<file path="config.mk">
export PLATFORM = sky130hd
export DESIGN_NAME = bus_cycle_seq
export DESIGN_NICKNAME = d
export VERILOG_FILES = /design/src/rtl/bus_seq_pkg.sv /design/src/rtl/bus_seq_fsm.sv /design/src/rtl/bus_seq_pins.sv /design/src/rtl/bus_seq_capture.sv /design/src/rtl/bus_cycle_seq.sv
export SDC_FILE = /design/constraint.sdc
export NUM_CORES = 1
export LEC_CHECK = 0
export BUFFER_PORTS_ARGS = -buffer_cell sky130_fd_sc_hd__buf_2
export CORE_UTILIZATION = 29
export CTS_BUF_LIST = sky130_fd_sc_hd__clkbuf_16
export DETAILED_ROUTE_END_ITERATION = 10
export MAX_ROUTING_LAYER = met4
export PLACE_DENSITY_LB_ADDON = 0.3
export SLEW_MARGIN = 5
export SYNTH_ARGS = -nofsm -noshare
export SYNTH_HDL_FRONTEND = slang
export SYNTH_SLANG_ARGS = --single-unit
</file>
<file path="constraint.sdc">
create_clock -name clk_i -period 3.6 [get_ports clk_i]
set_input_delay 0.36 -clock clk_i [delete_from_list [all_inputs] [get_ports clk_i]]
set_output_delay 0.36 -clock clk_i [all_outputs]
set_load 0.1 [all_outputs]
</file>
<file path="src/rtl/bus_seq_pkg.sv">
`timescale 1ns/1ps
package bus_seq_pkg;
  typedef enum logic [2:0] {
    ST_IDLE, ST_T1, ST_T2, ST_T3, ST_T4, ST_HALT, ST_HOLD, ST_HREL
  } seq_state_e;

  localparam int KIND_W = 3;
  localparam logic [KIND_W-1:0] KIND_FETCH = 3'd0;
  localparam logic [KIND_W-1:0] KIND_MRD   = 3'd1;
  localparam logic [KIND_W-1:0] KIND_MWR   = 3'd2;
  localparam logic [KIND_W-1:0] KIND_IORD  = 3'd3;
  localparam logic [KIND_W-1:0] KIND_IOWR  = 3'd4;

  localparam logic [1:0] STS_HALT  = 2'b00;
  localparam logic [1:0] STS_WRITE = 2'b01;
  localparam logic [1:0] STS_READ  = 2'b10;
  localparam logic [1:0] STS_FETCH = 2'b11;

  function automatic logic kind_is_write(logic [KIND_W-1:0] k);
    return (k == KIND_MWR) || (k == KIND_IOWR);
  endfunction

  function automatic logic kind_is_io(logic [KIND_W-1:0] k);
    return (k == KIND_IORD) || (k == KIND_IOWR);
  endfunction

  function automatic logic [1:0] kind_status(logic [KIND_W-1:0] k);
    if (k == KIND_FETCH) return STS_FETCH;
    if (kind_is_write(k)) return STS_WRITE;
    return STS_READ;
  endfunction
endpackage

</file>
<file path="src/rtl/bus_seq_fsm.sv">
`timescale 1ns/1ps
module bus_seq_fsm
  import bus_seq_pkg::*;
#(
  parameter int ADDR_W = 16,
  parameter int DATA_W = 8
) (
  input  logic              clk_i,
  input  logic              rst_ni,
  input  logic              req_valid_i,
  input  logic [KIND_W-1:0] req_kind_i,
  input  logic [ADDR_W-1:0] req_addr_i,
  input  logic [DATA_W-1:0] req_wdata_i,
  input  logic              ready_i,
  input  logic              hold_i,
  input  logic              halt_i,
  output seq_state_e        state_o,
  output logic [KIND_W-1:0] kind_o,
  output logic [ADDR_W-1:0] addr_o,
  output logic [DATA_W-1:0] wdata_o,
  output logic [1:0]        status_o,
  output logic              io_m_o,
  output logic              req_ready_o,
  output logic              data_end_o
);
  seq_state_e state_q, state_d;
  logic accept;

  assign req_ready_o = (state_q == ST_IDLE) && !hold_i && !halt_i;
  assign accept      = req_ready_o && req_valid_i;
  assign data_end_o  = (state_q == ST_T3) && ready_i;

  always_comb begin
    state_d = state_q;
    unique case (state_q)
      ST_IDLE: begin
        if (hold_i)      state_d = ST_HOLD;
        else if (halt_i) state_d = ST_HALT;
        else if (accept) state_d = ST_T1;
      end
      ST_T1: state_d = ST_T2;
      ST_T2: state_d = ST_T3;
      ST_T3: if (ready_i) state_d = (kind_o == KIND_FETCH) ? ST_T4 : ST_IDLE;
      ST_T4: state_d = ST_IDLE;
      ST_HALT: begin
        if (hold_i)       state_d = ST_HOLD;
        else if (!halt_i) state_d = ST_IDLE;
      end
      ST_HOLD: if (!hold_i) state_d = ST_HREL;
      ST_HREL: state_d = ST_IDLE;
      default: state_d = ST_IDLE;
    endcase
  end

  always_ff @(posedge clk_i or negedge rst_ni) begin
    if (!rst_ni) begin
      state_q  <= ST_IDLE;
      kind_o   <= KIND_FETCH;
      addr_o   <= '0;
      wdata_o  <= '0;
      status_o <= STS_HALT;
      io_m_o   <= 1'b0;
    end else begin
      state_q <= state_d;
      if (accept) begin
        kind_o   <= req_kind_i;
        addr_o   <= req_addr_i;
        wdata_o  <= req_wdata_i;
        status_o <= kind_status(req_kind_i);
        io_m_o   <= kind_is_io(req_kind_i);
      end else if (state_d == ST_HALT && state_q != ST_HALT) begin
        status_o <= STS_HALT;
      end
    end
  end

  assign state_o = state_q;
endmodule

</file>
<file path="src/rtl/bus_seq_pins.sv">
`timescale 1ns/1ps
module bus_seq_pins
  import bus_seq_pkg::*;
#(
  parameter int ADDR_W = 16,
  parameter int DATA_W = 8,
  localparam int HI_W  = ADDR_W - DATA_W
) (
  input  seq_state_e        state_i,
  input  logic [KIND_W-1:0] kind_i,
  input  logic [ADDR_W-1:0] addr_i,
  input  logic [DATA_W-1:0] wdata_i,
  output logic              ale_o,
  output logic              rd_no,
  output logic              wr_no,
  output logic [HI_W-1:0]   addr_hi_o,
  output logic [DATA_W-1:0] ad_o,
  output logic              addr_oe_o,
  output logic              ad_oe_o,
  output logic              ctl_oe_o,
  output logic              hlda_o
);
  logic strobe_ph, is_wr, bus_own;

  assign is_wr     = kind_is_write(kind_i);
  assign strobe_ph = (state_i == ST_T2) || (state_i == ST_T3);
  assign bus_own   = !((state_i == ST_HALT) || (state_i == ST_HOLD) || (state_i == ST_HREL));

  assign ale_o     = (state_i == ST_T1);
  assign rd_no     = !(strobe_ph && !is_wr);
  assign wr_no     = !(strobe_ph && is_wr);
  assign addr_hi_o = addr_i[ADDR_W-1:DATA_W];
  assign ad_o      = (state_i == ST_T1) ? addr_i[DATA_W-1:0] : wdata_i;
  assign ad_oe_o   = (state_i == ST_T1) || (strobe_ph && is_wr);
  assign addr_oe_o = bus_own;
  assign ctl_oe_o  = bus_own;
  assign hlda_o    = (state_i == ST_HOLD);
endmodule

</file>
<file path="src/rtl/bus_seq_capture.sv">
`timescale 1ns/1ps
module bus_seq_capture #(
  parameter int DATA_W = 8
) (
  input  logic              clk_i,
  input  logic              rst_ni,
  input  logic              data_end_i,
  input  logic              is_read_i,
  input  logic [DATA_W-1:0] ad_i,
  output logic [DATA_W-1:0] rdata_o,
  output logic              done_o
);
  always_ff @(posedge clk_i or negedge rst_ni) begin
    if (!rst_ni) begin
      rdata_o <= '0;
      done_o  <= 1'b0;
    end else begin
      done_o <= data_end_i;
      if (data_end_i && is_read_i) rdata_o <= ad_i;
    end
  end
endmodule

</file>
<file path="src/rtl/bus_cycle_seq.sv">
`timescale 1ns/1ps
module bus_cycle_seq
  import bus_seq_pkg::*;
#(
  parameter int ADDR_W = 16,
  parameter int DATA_W = 8,
  localparam int HI_W  = ADDR_W - DATA_W
) (
  input  logic              clk_i,
  input  logic              rst_ni,
  input  logic              req_valid_i,
  input  logic [2:0]        req_kind_i,
  input  logic [ADDR_W-1:0] req_addr_i,
  input  logic [DATA_W-1:0] req_wdata_i,
  output logic              req_ready_o,
  output logic [DATA_W-1:0] rdata_o,
  output logic              done_o,
  input  logic              ready_i,
  input  logic              hold_i,
  output logic              hlda_o,
  input  logic              halt_i,
  output logic              ale_o,
  output logic              rd_no,
  output logic              wr_no,
  output logic              io_m_o,
  output logic              s1_o,
  output logic              s0_o,
  output logic [HI_W-1:0]   addr_hi_o,
  output logic [DATA_W-1:0] ad_o,
  input  logic [DATA_W-1:0] ad_i,
  output logic              addr_oe_o,
  output logic              ad_oe_o,
  output logic              ctl_oe_o
);
  seq_state_e        state;
  logic [KIND_W-1:0] kind_q;
  logic [ADDR_W-1:0] addr_q;
  logic [DATA_W-1:0] wdata_q;
  logic [1:0]        status_q;
  logic              data_end;

  bus_seq_fsm #(.ADDR_W(ADDR_W), .DATA_W(DATA_W)) u_fsm (
    .clk_i, .rst_ni, .req_valid_i, .req_kind_i, .req_addr_i, .req_wdata_i,
    .ready_i, .hold_i, .halt_i,
    .state_o(state), .kind_o(kind_q), .addr_o(addr_q), .wdata_o(wdata_q),
    .status_o(status_q), .io_m_o(io_m_o), .req_ready_o(req_ready_o),
    .data_end_o(data_end)
  );

  bus_seq_pins #(.ADDR_W(ADDR_W), .DATA_W(DATA_W)) u_pins (
    .state_i(state), .kind_i(kind_q), .addr_i(addr_q), .wdata_i(wdata_q),
    .ale_o, .rd_no, .wr_no, .addr_hi_o, .ad_o, .addr_oe_o, .ad_oe_o,
    .ctl_oe_o, .hlda_o
  );

  bus_seq_capture #(.DATA_W(DATA_W)) u_cap (
    .clk_i, .rst_ni, .data_end_i(data_end),
    .is_read_i(!kind_is_write(kind_q)), .ad_i, .rdata_o, .done_o
  );

  assign s1_o = status_q[1];
  assign s0_o = status_q[0];
endmodule

</file>
==> flow_metrics.tcl <==
set metrics [dict create \
    gp_congestion 0.728 \
    grt_pass1_wl_mm 6.36 \
    fmax_mhz 373 \
    cap_viol_max_count 0 \
    cts_buffer_depth 2 \
    cts_buffers 5 \
    r2r_start "u_fsm.state_o[2]" \
    overflow 0 \
    synth_area_leaders "dfrtp_1 (53%), mux2_2 (20%), mux2_4 (6.9%)" \
    synth_nets 186 \
    row_count 29 \
    yosysUniqueCellTypes 32 \
    cts.clk_slew.worst_paths_ps 60 \
    wl_per_cell_um 13.5 \
    ys_ff_latch 42 \
    yosys.area_share.simple 0.0617 \
    ys_warn_count 0 \
    synth_area_leader_cell "dfrtp_1" \
    ant_nets 0 \
    drive_gt1_frac 0.607 \
    synth_top_area_frac 0.534 \
    synth_flop_cell "dfrtp_1" \
    reg2reg_to "u_fsm.wdata_o[1]" \
    cp_max_fo 12 \
    required_ps 3240 \
    synthAdderAreaFrac 0 \
    min-delay-path-class "in -> async" \
    via_per_inst 4.63 \
    critPathKind "reg -> out" \
    htree_levels 2 \
    start_kind "register" \
    fill_cells 654 \
    portBuffers 76 \
    clk_latency_ps 280 \
    setup_tns_ps 0 \
    vias 1347 \
    die-area_um2 7120 \
    start_util 0.305 \
    hold_violations 0 \
    netlist_instances 145 \
    die_w_um 84.4 \
    coreArea_um2 6460 \
    nets 254 \
    synthMuxAreaShare 0.269 \
    rsz0062_at_grt "no" \
    drc 6 \
    die_y_um 84.4 \
    relSlewSlack 0.351 \
    finalCriticalPeriod_ps 2680 \
    antenna_found_initial 0 \
    grt_usage 0.120 \
    final_max_slew_viol_count 0 \
    post-dp-hpwl_mm 2.81 \
    fin_util 0.384 \
    startpoint "u_fsm.state_o[0]" \
    first_iter_violations 65 \
    area_growth_syn_to_layout_pct 26.1 \
    post_cts_buffers 0 \
    syn_avg_cell_area_um2 13.6 \
    antenna_cells 0 \
    cts_tree "built" \
    r2r_cells 4 \
    drtPass1Iterations 7 \
    synth-xor-area-share 0.00891 \
    reg2reg_slack_ps 1890 \
    dp_slack_ps 1180 \
    ctsRootBufferMaster "clkbuf_16" \
    ctsHoldBuffers 0 \
    timing.final.crit_share 0.744 \
    violations "DRC" \
    setup_viol 0 \
    endpoint "ad_o[4]" \
    num_io_pins 77 \
    clock_skew_ps 2.94 \
    synth_edf_count 0 \
    postCtsResizedCells 0 \
    synth_compound_area_frac 0.0642 \
    end_kind "output port" \
    grt_max_degree 43 \
    wirelength_mm 3.92 \
    status "complete, but fails checks" \
    synth_area_um2 1970 \
    tightest_slew_ps 973 \
    setup_slack_ps 921 \
    ys_async_sr_fraction 1.00 \
    grt_pass1_vias 1305 \
    cp_data_arrival_time_ps 2320 \
    ys_seq_area_frac 0.534 \
    synth_top_family_by_area "multiplexers" \
    cts.sinks 42 \
]
==> synth_stat cells (all sizes together) (2+ instances only) <==
cell type / instances
dfrtp: 42
inv: 2
a21oi: 3
nand2: 4
o21ai: 7
buf: 15
xnor2: 2
nor2b: 3
nor2: 5
mux2: 44
==> how the worst min path moves through the flow <==
stage,cells past startpoint,endpoint,startpoint
floorplan,0,u_cap.done_o,rst_ni
global route,2,u_fsm.wdata_o[7],req_wdata_i[7]
finish,1,u_fsm.addr_o[8],rst_ni
detailed placement,1,u_cap.rdata_o[3],u_cap.rdata_o[3]
CTS,1,u_fsm.addr_o[9],rst_ni
global placement,1,u_cap.rdata_o[0],u_cap.rdata_o[0]
==> flip-flops by register name, summed over array words and instances (netlist names) <==
register        cells
u_fsm.state_o       3
u_fsm.kind_o        3
u_cap.done_o        1
u_fsm.wdata_o       8
u_cap.rdata_o       8
u_fsm.addr_o       16
u_fsm.io_m_o        1
u_fsm.status_o      2
==> area by class of cell <==
class | count | area [um2] | share of cell area
inverters | 2 | 7.51 | 0.00303
clock inverters | 3 | 12.5 | 0.00505
multi-input cells | 85 | 800 | 0.322
repair buffers | 77 | 388 | 0.156
well taps | 77 | 96.3 | 0.0388
flip-flops and latches | 42 | 1050 | 0.424
clock buffers | 5 | 125 | 0.0505
==> placed cells by master (no fill, tap or decap), types with 2 or more instances in the layout <==
master      n
buf_2      76
dfrtp_1    42
mux2_2     35
mux2_4      9
nor2_1      5
o21ai_0     5
clkbuf_16   5
nand2_1     4
inv_1       3
a21oi_1     3
nor2b_1     3
xnor2_1     2
==> layer usage <==
metal | global-route usage | vias up | part of all wire
met3 | 0.0383 | 6 | 0.061
met4 | 0.0416 | 0 | 0.013
met2 | 0.186 | 50 | 0.47
li1 | - | 638 | -
met5 | - | - | 0
met1 | 0.148 | 653 | 0.46
==> worst max-delay path, cell delays in order, from the launching register on <==
cell and delay [ps]:
dfrtp_1 550, nor3b_2 760, mux2_2 300, buf_2 420
==> kinds of logic (layout without fill, tap and decap cells) <==
logic type / after synthesis / count (layout)
xor+xnor: 2 / 2
buf+inv: 18 / 87
compound gates: 19 / 19
simple gates: 20 / 20
mux: 44 / 44
flops: 42 / 42
==> metrics by stage <==
step	instance area (um2)	std cells	hold WS [ps]
after global routing	2480	291	301
after floorplan	1970	145	64.4
after CTS	2480	291	280
after global placement	2340	283	483
after detailed placement	2340	283	488
final	2480	291	225
Power is left out: the tool's default activity adds up to more than one toggle a clock period on the data nets, which glitch-free logic cannot reach.
